===== config.mk =====
export PLATFORM = sky130hd
export DESIGN_NAME = smm_region_decoder
export DESIGN_NICKNAME = d
export VERILOG_FILES = /design/src/rtl/smrd_pkg.sv /design/src/rtl/smrd_cfg_regs.sv /design/src/rtl/smrd_window.sv /design/src/rtl/smrd_route.sv /design/src/rtl/smm_region_decoder.sv
export SDC_FILE = /design/constraint.sdc
export NUM_CORES = 1
export LEC_CHECK = 0
export BUFFER_PORTS_ARGS = -buffer_cell sky130_fd_sc_hd__buf_4
export CORE_MARGIN = 2
export CORE_UTILIZATION = 50
export DETAILED_ROUTE_END_ITERATION = 10
export GPL_TIMING_DRIVEN = 0
export PLACE_DENSITY = 0.8
export SKIP_CTS_REPAIR_TIMING = 1
export SKIP_LAST_GASP = 1
export SLEW_MARGIN = 20
export SYNTH_ARGS = -nofsm -noshare
export SYNTH_HDL_FRONTEND = slang
export SYNTH_SLANG_ARGS = --single-unit

===== constraint.sdc =====
create_clock -name clk -period 7.9 [get_ports clk]
set_clock_uncertainty 0.05 [all_clocks]
set_input_delay 2.37 -clock clk [delete_from_list [all_inputs] [get_ports clk]]
set_output_delay 2.37 -clock clk [all_outputs]
set_load 0.005 [all_outputs]

===== src/rtl/smrd_pkg.sv =====
package smrd_pkg;
  typedef enum logic [1:0] {
    SZ_1M   = 2'b00,
    SZ_2M   = 2'b01,
    SZ_8M   = 2'b10,
    SZ_RSVD = 2'b11
  } rgn_size_e;

  localparam int unsigned BIT_EN    = 0;
  localparam int unsigned BIT_SZ_LO = 1;
  localparam int unsigned BIT_SZ_HI = 2;
  localparam int unsigned BIT_CACHE = 3;
  localparam int unsigned BIT_LOCK  = 4;

  // Window size in size units (1 unit = 2**UNIT_SHIFT bytes); 0 means none.
  function automatic int unsigned size_units(rgn_size_e code);
    case (code)
      SZ_1M:   return 1;
      SZ_2M:   return 2;
      SZ_8M:   return 8;
      default: return 0;
    endcase
  endfunction
endpackage


===== src/rtl/smrd_cfg_regs.sv =====
module smrd_cfg_regs
  import smrd_pkg::*;
#(
  parameter int CFG_W = 8
) (
  input  logic             clk,
  input  logic             rst_n,
  input  logic             cfg_we,
  input  logic [CFG_W-1:0] cfg_wdata,
  output logic [CFG_W-1:0] cfg_rdata,
  output logic             rgn_en,
  output rgn_size_e        rgn_size,
  output logic             locked
);
  logic      en_q;
  rgn_size_e sz_q;
  logic      lock_q;

  // Named events for the assertions.
  logic wr_open, wr_blocked, lock_req;
  assign wr_open    = cfg_we && !lock_q;
  assign wr_blocked = cfg_we && lock_q;
  assign lock_req   = cfg_we && cfg_wdata[BIT_LOCK];

  always_ff @(posedge clk or negedge rst_n) begin
    if (!rst_n) begin
      en_q   <= 1'b0;
      sz_q   <= SZ_1M;
      lock_q <= 1'b0;
    end else begin
      if (wr_open) begin
        en_q <= cfg_wdata[BIT_EN];
        sz_q <= rgn_size_e'(cfg_wdata[BIT_SZ_HI:BIT_SZ_LO]);
      end
      if (lock_req) lock_q <= 1'b1;
    end
  end

  always_comb begin
    cfg_rdata                      = '0;
    cfg_rdata[BIT_EN]              = en_q;
    cfg_rdata[BIT_SZ_HI:BIT_SZ_LO] = sz_q;
    cfg_rdata[BIT_CACHE]           = 1'b1;
    cfg_rdata[BIT_LOCK]            = lock_q;
  end

  assign rgn_en   = en_q;
  assign rgn_size = sz_q;
  assign locked   = lock_q;

  p_frozen_r7: assert property (@(posedge clk) disable iff (!rst_n)
    wr_blocked |=> $stable(en_q) && $stable(sz_q));
  p_lock_sticky_r7: assert property (@(posedge clk) disable iff (!rst_n)
    lock_q |=> lock_q);
  p_lock_set_r7: assert property (@(posedge clk) disable iff (!rst_n)
    lock_req |=> lock_q);
endmodule


===== src/rtl/smrd_window.sv =====
module smrd_window
  import smrd_pkg::*;
#(
  parameter int ADDR_W     = 36,
  parameter int UNIT_SHIFT = 20
) (
  input  logic              glb_en,
  input  logic              rgn_en,
  input  rgn_size_e         rgn_size,
  input  logic [ADDR_W-1:0] top,
  input  logic [ADDR_W-1:0] addr,
  output logic              active,
  output logic              hit
);
  localparam int XW = ADDR_W + 1;

  // Lower edge of the window. It is clamped at 0 if the window is
  // larger than the boundary.
  function automatic logic [XW-1:0] win_base(logic [ADDR_W-1:0] t, rgn_size_e c);
    logic [XW-1:0] span;
    logic [XW-1:0] tx;
    span = XW'(size_units(c)) << UNIT_SHIFT;
    tx   = {1'b0, t};
    if (span > tx) return '0;
    return tx - span;
  endfunction

  logic [XW-1:0] base;
  logic          above_base, below_top;

  assign base       = win_base(top, rgn_size);
  assign above_base = {1'b0, addr} >= base;
  assign below_top  = addr < top;
  assign active     = glb_en && rgn_en && (rgn_size != SZ_RSVD);
  assign hit        = active && above_base && below_top;
endmodule


===== src/rtl/smrd_route.sv =====
module smrd_route (
  input  logic clk,
  input  logic rst_n,
  input  logic req_valid,
  input  logic in_win,
  input  logic req_cpu,
  input  logic req_smm,
  output logic dec_valid,
  output logic dec_hit,
  output logic dec_to_link
);
  logic smm_grant, redirect;
  assign smm_grant = in_win && req_cpu && req_smm;
  assign redirect  = in_win && !smm_grant;

  always_ff @(posedge clk or negedge rst_n) begin
    if (!rst_n) begin
      dec_valid   <= 1'b0;
      dec_hit     <= 1'b0;
      dec_to_link <= 1'b0;
    end else begin
      dec_valid   <= req_valid;
      dec_hit     <= req_valid && in_win;
      dec_to_link <= req_valid && redirect;
    end
  end

  p_smm_dram_r4: assert property (@(posedge clk) disable iff (!rst_n)
    req_valid && in_win && req_cpu && req_smm |=> dec_valid && dec_hit && !dec_to_link);
  p_redirect_r5: assert property (@(posedge clk) disable iff (!rst_n)
    req_valid && in_win && !(req_cpu && req_smm) |=> dec_valid && dec_hit && dec_to_link);
  p_outside_r6: assert property (@(posedge clk) disable iff (!rst_n)
    req_valid && !in_win |=> dec_valid && !dec_hit && !dec_to_link);
  p_idle_r10: assert property (@(posedge clk) disable iff (!rst_n)
    !req_valid |=> !dec_valid && !dec_hit && !dec_to_link);
endmodule


===== src/rtl/smm_region_decoder.sv =====
module smm_region_decoder
  import smrd_pkg::*;
#(
  parameter int ADDR_W     = 36,
  parameter int UNIT_SHIFT = 20,
  parameter int CFG_W      = 8
) (
  input  logic              clk,
  input  logic              rst_n,
  input  logic              cfg_we,
  input  logic [CFG_W-1:0]  cfg_wdata,
  output logic [CFG_W-1:0]  cfg_rdata,
  input  logic [ADDR_W-1:0] tolud,
  input  logic              smram_glb_en,
  input  logic              req_valid,
  input  logic [ADDR_W-1:0] req_addr,
  input  logic              req_cpu,
  input  logic              req_smm,
  output logic              dec_valid,
  output logic              dec_hit,
  output logic              dec_to_link
);
  logic      rgn_en, locked, win_active, win_hit;
  rgn_size_e rgn_size;

  smrd_cfg_regs #(.CFG_W(CFG_W)) u_regs (
    .clk(clk), .rst_n(rst_n), .cfg_we(cfg_we), .cfg_wdata(cfg_wdata),
    .cfg_rdata(cfg_rdata), .rgn_en(rgn_en), .rgn_size(rgn_size), .locked(locked)
  );

  smrd_window #(.ADDR_W(ADDR_W), .UNIT_SHIFT(UNIT_SHIFT)) u_win (
    .glb_en(smram_glb_en), .rgn_en(rgn_en), .rgn_size(rgn_size), .top(tolud),
    .addr(req_addr), .active(win_active), .hit(win_hit)
  );

  smrd_route u_route (
    .clk(clk), .rst_n(rst_n), .req_valid(req_valid), .in_win(win_hit),
    .req_cpu(req_cpu), .req_smm(req_smm), .dec_valid(dec_valid),
    .dec_hit(dec_hit), .dec_to_link(dec_to_link)
  );

  p_bounds_r2: assert property (@(posedge clk) disable iff (!rst_n)
    win_hit |-> req_addr < tolud);
  p_inactive_r3: assert property (@(posedge clk) disable iff (!rst_n)
    !(smram_glb_en && rgn_en) |-> !win_hit && !win_active);
  p_reserved_r9: assert property (@(posedge clk) disable iff (!rst_n)
    rgn_size == SZ_RSVD |-> !win_hit);
  p_lock_holds_r7: assert property (@(posedge clk) disable iff (!rst_n)
    locked && cfg_we |=> $stable(rgn_en) && $stable(rgn_size));
endmodule


==> results.toml, run 1 <==
[status]
status = "completed"

[logic_synthesis]
synth-edff-count = 0
yosys_register_bits = 7
cell_type_contributing_the_most_total_cell_area_after_synthesis = "sky130_fd_sc_hd__ha_1"
async_reset_ff_frac = 1.00
synth-warning-count = 0
syn_inst = 321
synth_area_mm2 = 0.00248
sequential_fraction_of_the_synthesis_area = 0.0705
synth_top_flop_cell = "sky130_fd_sc_hd__dfrtp_1"
synth.lib_cells_used.distinct = 41
synth.area.top_cells = "sky130_fd_sc_hd__ha_1 (37%), sky130_fd_sc_hd__dfrtp_1 (7.1%), sky130_fd_sc_hd__nand2_1 (6.8%)"
post-synth-top-area-fraction = 0.373
avg_synthesized_cell_area_um2 = 7.74

[setup_path]
reg2regPathDepth = 17
crit_required_ns = 7.94
start_kind = "input pin"
critPathCaptureType = "register"
rr_endpoint = "u_route.dec_to_link$_DFF_PN0_"
data_arrival_time_of_the_critical_path_ns = 5.96
timing.setup.critical_path_class = "input pin to register"
r2r-start = "u_regs.rgn_size[1]$_DFFE_PN0P_"
worst-r2r-setup-slack_ns = 3.57
critical_path_peak_fanout = 10

[clocking]
tritoncts = "done"
numCtsBuffers = 3
cts_buffer_depth = 2
cts.htree.levels = 1
worstSkewPairLatency_ns = 0.23
cts.sinks = 7
clock_pin_slew_worst_setup_and_hold_paths_ns = 0.04
ctsRootBufferMaster = "sky130_fd_sc_hd__clkbuf_8"

[floorplan]
core_mm2 = 0.00475
fp.dieW_um = 74.5
initial_standard_cell_utilization_of_the_core = 0.522
die_area_mm2 = 0.00555
die_h_um = 74.5
placementRows = 25
num_io_pins = 98

[power_and_ir_drop]
clock_power_share = 0.178
leakagePower_uw = 0.00187
power.density_mw_per_mm2 = 87.3
power_uw = 287
power.switching_fraction = 0.400
internal_power_uw = 172
netSwitchingPower_uw = 115
vdd_ir_drop_max_mv = 0.0505
comb_power_share = 0.663
seq_power_share = 0.159

[place]
place_hpwl_um = 5710
placement.io_buffers = 89
gp_congestion = 0.854
placed_cell_area_mm2 = 0.00324
dpl.cell_count = 479

[sta]
slew_headroom = 0.647
timing.final.setup_violations = 0
fin_setup_tns_ns = 0
rsz0062_at_grt = "false"
final.min_clock_period_ns = 5.92
hold_slack_ns = 0.470
fin_crit_sh = 0.749
finalHoldViolations = 0
worst_slew_pin_slew_ns = 0.524
fmaxAchievable_mhz = 169
report.final.slew_viol_count = 0

[finish]
synthToLayoutAreaGrowth_pct = 32.4
insertedDiodeCount = 0
final_net_count = 579
multi_input_logic_area_mm2 = 0.00208
register_area_um2 = 175
share_of_layout_cells_above_drive_strength_1 = 0.276
final_area_mm2 = 0.00329
fill_cells = 442
final_cell_count_without_fillers = 483

[worst_hold_path]
worstHoldEndpoint = "u_regs.locked$_DFFE_PN0P_"
worst_hold_path_type = "register to register"
holdCritStartpoint = "u_regs.locked$_DFFE_PN0P_"
min_delay_path_depth = 1

[routing]
vias = 2577
per_cell_via_count_in_the_routed_design = 5.34
detail_route.first_pass.iterations = 4
drtAntennaViolNets = 0
detailedRoute.firstIterationViolations = 51
remaining_drc_errors = 0
wirelength_um = 6350
detail_route.wl_per_cell_um = 13.1

[global_routing]
antenna_found_initial = 0
grt_first_pass_wirelength_um = 10200
number_of_global_route_vias_before_repair = 2507
maximum_number_of_pins_on_one_net_before_global_route_repair = 11
grt_util_all_layers = 0.232
global_route.overflow_total = 0

[job]
drv_cap = 0
-- kinds of logic after synthesis --
group                    share of synthesized area
AO/OA/AOI/OAI                                0.185
XOR/XNOR                                    0.0282
adder cells (fa/ha/maj)                      0.381
buffers and inverters                       0.0967
flip-flops                                  0.0705
multiplexers                                0.0136
other                                      0.00302
AND/OR/NAND/NOR                              0.222
-- critical path: stages --
cell	delay [ns]
sky130_fd_sc_hd__buf_4	0.13
sky130_fd_sc_hd__ha_1	0.27
sky130_fd_sc_hd__nor2b_1	0.16
sky130_fd_sc_hd__o31ai_4	0.28
sky130_fd_sc_hd__and4_4	0.31
sky130_fd_sc_hd__nand2_2	0.08
sky130_fd_sc_hd__or4_4	0.44
sky130_fd_sc_hd__buf_6	0.15
sky130_fd_sc_hd__buf_6	0.14
sky130_fd_sc_hd__nand2_1	0.07
sky130_fd_sc_hd__ha_1	0.25
sky130_fd_sc_hd__a21oi_1	0.14
sky130_fd_sc_hd__o21ai_0	0.12
sky130_fd_sc_hd__a221oi_1	0.29
sky130_fd_sc_hd__o311ai_0	0.23
sky130_fd_sc_hd__a221oi_1	0.40
sky130_fd_sc_hd__a2111oi_0	0.13
-- layout make-up --
class,instances,share of cell area
multi-input cells,266,0.631
repair buffers,89,0.203
flip-flops and latches,7,0.0533
inverters,40,0.0456
plain buffers,10,0.0274
well taps,67,0.0255
clock buffers,3,0.0126
clock inverters,1,0.00152
-- layer usage --
metal | vias to the layer above | track usage | share of wire
met5 | - | 0 | 0
met4 | 0 | 0.0536 | 0.012
met3 | 7 | 0.0190 | 0.043
met2 | 62 | 0.460 | 0.53
met1 | 1165 | 0.264 | 0.42
li1 | 1343 | - | -
-- synth_stat cells (all sizes together) (4+ instances only) --
cell    number
nor4         5
a21oi       25
ha          74
nand4        8
a21o        14
buf         10
nand2b       4
inv         40
nand2       46
a221oi       6
xnor2        8
dfrtp        7
nand3       13
o21ai       12
nor2        10
and4         5
-- power by group through the flow --
stage,Sequential [µW],Clock [µW],Combinational [µW]
floorplan,44.4,0,116
global placement,46.3,0,184
detailed placement,46.2,0,190
CTS,45.7,52.3,191
global route,46.5,54.9,217
finish,45.8,51.1,190
-- through the flow --
| step | utilization | setup slack [ns] |
|---|---|---|
| CTS | 0.692 | 1.95 |
| global route | 0.692 | 1.66 |
| finish | 0.692 | 1.98 |
| global placement | 0.682 | 1.82 |
| floorplan | - | 2.33 |
| detailed placement | 0.682 | 1.73 |
-- worst max path at each step --
| stage | start | end | cells after the start |
|---|---|---|---|
| after floorplan | tolud[21] | u_route.dec_to_link$_DFF_PN0_ | 16 |
| after global placement | tolud[21] | u_route.dec_to_link$_DFF_PN0_ | 17 |
| after detailed placement | tolud[21] | u_route.dec_to_link$_DFF_PN0_ | 17 |
| after CTS | tolud[21] | u_route.dec_to_link$_DFF_PN0_ | 17 |
| after global routing | tolud[21] | u_route.dec_to_link$_DFF_PN0_ | 17 |
| final | tolud[21] | u_route.dec_to_link$_DFF_PN0_ | 17 |
-- sequential cells by signal (all words and copies together), names as in the netlist --
signal / cells
u_route.dec_valid: 1
u_route.dec_hit: 1
u_route.dec_to_link: 1
u_regs.rgn_en: 1
u_regs.locked: 1
u_regs.rgn_size: 2
-- placed cells by master, fill, tap and decap left out, drive strengths merged, types with 2 or more instances in the layout --
cell type | Yosys | routed
buf | 10 | 99
ha | 74 | 74
nand2 | 46 | 46
inv | 40 | 40
a21oi | 25 | 25
a21o | 14 | 14
nand3 | 13 | 13
o21ai | 12 | 12
nor2 | 10 | 10
xnor2 | 8 | 8
nand4 | 8 | 8
dfrtp | 7 | 7
a221oi | 6 | 6
nor4 | 5 | 5
and4 | 5 | 5
nand2b | 4 | 4
conb | 2 | 4
nor2b | 3 | 3
a211oi | 3 | 3
mux2 | 3 | 3
clkbuf | 0 | 3
or4 | 3 | 3
o31ai | 3 | 3
or2 | 2 | 2
o311ai | 2 | 2
o211ai | 2 | 2
nor3 | 2 | 2
a2111oi | 2 | 2
Note: power is estimated with default switching activity, not from simulation.
==> inputs of run 2 (changes only) <==
--- a/config.mk
+++ b/config.mk
@@ -7,10 +7,10 @@
 export LEC_CHECK = 0
 export BUFFER_PORTS_ARGS = -buffer_cell sky130_fd_sc_hd__buf_4
 export CORE_MARGIN = 2
-export CORE_UTILIZATION = 50
+export CORE_UTILIZATION = 46
 export DETAILED_ROUTE_END_ITERATION = 10
 export GPL_TIMING_DRIVEN = 0
-export PLACE_DENSITY = 0.8
+export PLACE_DENSITY = 0.77
 export SKIP_CTS_REPAIR_TIMING = 1
 export SKIP_LAST_GASP = 1
 export SLEW_MARGIN = 20
==> constraint.sdc (replaced) <==
create_clock -name clk -period 5.2 [get_ports clk]
set_clock_uncertainty 0.05 [all_clocks]
set_input_delay 1.56 -clock clk [delete_from_list [all_inputs] [get_ports clk]]
set_output_delay 1.56 -clock clk [all_outputs]
set_load 0.005 [all_outputs]
==> results.toml, run 2 (same netlist as run 1, synthesis figures left out) <==
[status]
status = "completed"

[setup_path]
r2r-start = "u_regs.rgn_size[1]$_DFFE_PN0P_"
critPathSlowestCell = "sky130_fd_sc_hd__or4_4"
worstSetupStartpoint = "tolud[21]"
setup.worst_path.end = "u_route.dec_to_link$_DFF_PN0_"
rr_endpoint = "u_route.dec_to_link$_DFF_PN0_"
critical_path_max_stage_delay_ns = 0.43
worst-path-buf-inv = 3
reg2regPathDepth = 17
timing.setup.critical_path_class = "input pin to register"
critPathCaptureType = "register"
worst-r2r-setup-slack_ns = 0.97
crit_required_ns = 5.22
crit_cells = 17
critical_path_peak_fanout = 10
crit_chain = "buf_4 > ha_1 > nor2b_1 > o31ai_4 > and4_4 > nand2_2 > or4_4 > buf_6 > buf_6 > nand2_1 > ha_1 > a21oi_1 > o21ai_0 > a221oi_1 > o311ai_1 > a221oi_1 > a2111oi_0"
data_arrival_time_of_the_critical_path_ns = 5.07
start_kind = "input pin"
path_delay_family = "compound AO/OA/AOI/OAI gates"

[sta]
fmaxAchievable_mhz = 198
timing.final.setup_violations = 0
rsz0062_at_grt = "false"
report.final.slew_viol_count = 0
hold_slack_ns = 0.436
fin_crit_sh = 0.970
fin_setup_tns_ns = 0
final.min_clock_period_ns = 5.04
finalHoldViolations = 0

[finish]
number_of_flip_flops_in_the_largest_register = 2
insertedDiodeCount = 0
share_of_layout_cells_above_drive_strength_1 = 0.280
layout.cells.most_common = "sky130_fd_sc_hd__buf_4"
register_area_um2 = 175
mostFrequentLayoutCells = "sky130_fd_sc_hd__buf_4 (97), sky130_fd_sc_hd__ha_1 (74), sky130_fd_sc_hd__nand2_1 (45)"
fill_cells = 468
utilization = 0.642
synthToLayoutAreaGrowth_pct = 33.8
final_net_count = 581
final_cell_count_without_fillers = 488
multi_input_logic_area_mm2 = 0.00209

[power_and_ir_drop]
vdd_ir_drop_max_mv = 0.0852
power.density_mw_per_mm2 = 134
power_uw = 444
leakagePower_uw = 0.00189

[place]
dpl.cell_count = 482
gp_congestion = 0.891
placement.io_buffers = 89
place_hpwl_um = 5780

[floorplan]
initial_standard_cell_utilization_of_the_core = 0.480
die_area_mm2 = 0.00600
fp.dieW_um = 77.5
die_h_um = 77.5
core_mm2 = 0.00517
placementRows = 26
num_io_pins = 98

[routing]
detail_route.first_pass.iterations = 4
remaining_drc_errors = 0
per_cell_via_count_in_the_routed_design = 5.46
vias = 2663
wirelength_um = 6510
drtAntennaViolNets = 0
detail_route.wl_per_cell_um = 13.3
detailedRoute.firstIterationViolations = 55

[clocking]
cts.sinks = 7
worstSkewPairLatency_ns = 0.23
numCtsBuffers = 3
cts.htree.levels = 1
clock_pin_slew_worst_setup_and_hold_paths_ns = 0.04
ctsRootBufferMaster = "sky130_fd_sc_hd__clkbuf_8"
tritoncts = "done"
cts_buffer_depth = 2

[global_routing]
number_of_global_route_vias_before_repair = 2693
grt_util_all_layers = 0.219
antenna_found_initial = 0
global_route.overflow_total = 0
maximum_number_of_pins_on_one_net_before_global_route_repair = 11
grt_first_pass_wirelength_um = 11100

[job]
drv_cap = 0

[worst_hold_path]
worst_hold_path_type = "register to register"
run 2: cell count changes in the layout (fill, tap and decap cells not counted):
cell                       previous run  this run
sky130_fd_sc_hd__o311ai_0             2         1
sky130_fd_sc_hd__clkinv_2             1         0
sky130_fd_sc_hd__buf_4               95        97
sky130_fd_sc_hd__clkbuf_1             0         1
sky130_fd_sc_hd__o311ai_1             0         1
sky130_fd_sc_hd__nor4_4               0         1
sky130_fd_sc_hd__nor4_1               4         3
run 2: layout make-up:
type                    instances  share of cell area
multi-input cells             266               0.629
repair buffers                 91               0.206
flip-flops and latches          7              0.0527
inverters                      40              0.0452
plain buffers                  10              0.0271
well taps                      70              0.0264
clock buffers                   4              0.0136
run 2: routing by layer:
metal  GRT usage  wire length, µm  share of wire  vias to the layer above
li1            -                -              -                     1353
met1       0.261             2810           0.43                     1222
met2       0.412             3300           0.51                       78
met3      0.0186              303          0.047                       10
met4      0.0679              103          0.016                        0
met5           0                0              0                        -
run 2: how the worst min path moves through the flow:
stage                         startpoint                   endpoint  slack (ns)  cells past startpoint
2_1_floorplan  u_regs.locked$_DFFE_PN0P_  u_regs.locked$_DFFE_PN0P_        0.40                      1
3_3_place_gp   u_regs.locked$_DFFE_PN0P_  u_regs.locked$_DFFE_PN0P_        0.41                      1
3_5_place_dp   u_regs.locked$_DFFE_PN0P_  u_regs.locked$_DFFE_PN0P_        0.42                      1
4_1_cts        u_regs.locked$_DFFE_PN0P_  u_regs.locked$_DFFE_PN0P_        0.43                      1
5_1_grt        u_regs.locked$_DFFE_PN0P_  u_regs.locked$_DFFE_PN0P_        0.46                      1
6_report       u_regs.locked$_DFFE_PN0P_  u_regs.locked$_DFFE_PN0P_        0.44                      1
run 2: per-stage QoR:
stage / cell area, µm² / setup slack (ns)
3_3_place_gp: 3250 / -0.168
5_1_grt: 3320 / 0.00173
3_5_place_dp: 3250 / -0.174
2_1_floorplan: 2490 / 0.444
6_report: 3320 / 0.156
4_1_cts: 3290 / 0.0575
run 2: power breakdown:
group	internal [µW]	switching (µW)
Combinational	153	145
Sequential	60.9	7.62
Clock	53.1	24.4
Total	267	177
==> inputs of run 3 (changes only) <==
--- a/config.mk
+++ b/config.mk
@@ -11,6 +11,7 @@
 export DETAILED_ROUTE_END_ITERATION = 10
 export GPL_TIMING_DRIVEN = 0
 export PLACE_DENSITY = 0.77
+export RECOVER_POWER = 100
 export SKIP_CTS_REPAIR_TIMING = 1
 export SKIP_LAST_GASP = 1
 export SLEW_MARGIN = 20
==> results.toml, run 3 (same netlist as run 1, synthesis figures left out) <==
[finish]
final_net_count = 581
share_of_layout_cells_above_drive_strength_1 = 0.275
synthToLayoutAreaGrowth_pct = 33.5
insertedDiodeCount = 0
number_of_flip_flops_in_the_largest_register = 2
layout.cells.most_common = "sky130_fd_sc_hd__buf_4"
utilization = 0.641
mostFrequentLayoutCells = "sky130_fd_sc_hd__buf_4 (86), sky130_fd_sc_hd__ha_1 (74), sky130_fd_sc_hd__nand2_1 (45)"

[worst_hold_path]
holdCritStartpoint = "u_regs.locked$_DFFE_PN0P_"
worst_hold_path_type = "register to register"

[routing]
wirelength_um = 6510
remaining_drc_errors = 0
per_cell_via_count_in_the_routed_design = 5.46
vias = 2666
drtAntennaViolNets = 0
detail_route.first_pass.iterations = 4
detail_route.wl_per_cell_um = 13.3
detailedRoute.firstIterationViolations = 55

[setup_path]
timing.setup.critical_path_class = "input pin to register"
r2r-start = "u_regs.rgn_size[1]$_DFFE_PN0P_"
critPathSlowestCell = "sky130_fd_sc_hd__or4_4"
rr_endpoint = "u_route.dec_to_link$_DFF_PN0_"
worst-r2r-setup-slack_ns = 0.95
critPathCaptureType = "register"
crit_required_ns = 5.23
setup.worst_path.end = "u_route.dec_to_link$_DFF_PN0_"
data_arrival_time_of_the_critical_path_ns = 5.10
critical_path_peak_fanout = 10
start_kind = "input pin"
critical_path_max_stage_delay_ns = 0.43
crit_chain = "buf_4 > ha_1 > nor2b_1 > o31ai_4 > and4_4 > nand2_2 > or4_4 > buf_6 > buf_6 > nand2_1 > ha_1 > a21oi_1 > o21ai_0 > a221oi_1 > o311ai_1 > a221oi_1 > a2111oi_0"
worstSetupStartpoint = "tolud[21]"
reg2regPathDepth = 17

[sta]
fmaxAchievable_mhz = 197
final.min_clock_period_ns = 5.07
report.final.slew_viol_count = 0
finalHoldViolations = 0
hold_slack_ns = 0.435
fin_crit_sh = 0.976
timing.final.setup_violations = 0
rsz0062_at_grt = "false"

[floorplan]
die_area_mm2 = 0.00600
num_io_pins = 98
fp.dieW_um = 77.5
initial_standard_cell_utilization_of_the_core = 0.480
placementRows = 26
die_h_um = 77.5
core_mm2 = 0.00517

[clocking]
ctsRootBufferMaster = "sky130_fd_sc_hd__clkbuf_8"
cts_buffer_depth = 2
clock_pin_slew_worst_setup_and_hold_paths_ns = 0.04
worstSkewPairLatency_ns = 0.23
tritoncts = "done"
cts.htree.levels = 1
numCtsBuffers = 3
cts.sinks = 7

[global_routing]
maximum_number_of_pins_on_one_net_before_global_route_repair = 11
number_of_global_route_vias_before_repair = 2693
antenna_found_initial = 0
grt_first_pass_wirelength_um = 11100
grt_util_all_layers = 0.219
global_route.overflow_total = 0

[job]
drv_cap = 0

[power_and_ir_drop]
leakagePower_uw = 0.00188
vdd_ir_drop_max_mv = 0.0852
power_uw = 443
power.density_mw_per_mm2 = 134

[status]
status = "completed"

[place]
place_hpwl_um = 5780
placement.io_buffers = 89
gp_congestion = 0.891
-- run 3: cell count changes in the layout (fill, tap and decap cells not counted), sizes merged --
cell    change
clkbuf     +11
buf        -11
-- run 3: worst min path at each step --
stage | to | cells past startpoint
after floorplan | u_regs.locked$_DFFE_PN0P_ | 1
after global placement | u_regs.locked$_DFFE_PN0P_ | 1
after detailed placement | u_regs.locked$_DFFE_PN0P_ | 1
after CTS | u_regs.locked$_DFFE_PN0P_ | 1
after global routing | u_regs.locked$_DFFE_PN0P_ | 1
final | u_regs.locked$_DFFE_PN0P_ | 1
-- run 3: final cells by class --
class	instances	area, µm²
plain buffers	10	90.1
clock buffers	4	45.0
fillers	472	1860
inverters	40	150
multi-input cells	266	2090
flip-flops and latches	7	175
well taps	70	87.6
repair buffers	91	676
-- run 3: through the flow --
stage / cell area [µm²] / worst slack (ns) / setup TNS [ns] / cells
after floorplan: 2490 / 0.444 / 0 / 323
after global placement: 3250 / -0.168 / -0.286 / 482
after detailed placement: 3250 / -0.174 / -0.323 / 482
after CTS: 3290 / 0.0575 / 0 / 486
after global routing: 3310 / 0.00173 / 0 / 488
final: 3310 / 0.127 / 0 / 488
-- run 3: routing by layer --
layer | part of all wire | GRT usage | up-vias
li1 | - | - | 1353
met4 | 0.016 | 0.0679 | 0
met2 | 0.50 | 0.412 | 81
met3 | 0.047 | 0.0186 | 10
met1 | 0.43 | 0.261 | 1222
met5 | 0 | 0 | -
-- run 3: worst max-delay path: cells and delay by family --
kind	cells	cell delay (ns)
fa+ha+maj	2	0.53
buf+inv	3	0.42
compound gates	7	1.57
simple gates	5	1.02
-- run 3: power by group --
| part | total [µW] | switching [µW] | internal (µW) |
|---|---|---|---|
| Clock | 77.5 | 24.4 | 53.1 |
| Combinational | 297 | 145 | 152 |
| Sequential | 68.3 | 7.35 | 60.9 |
| Total | 443 | 177 | 266 |
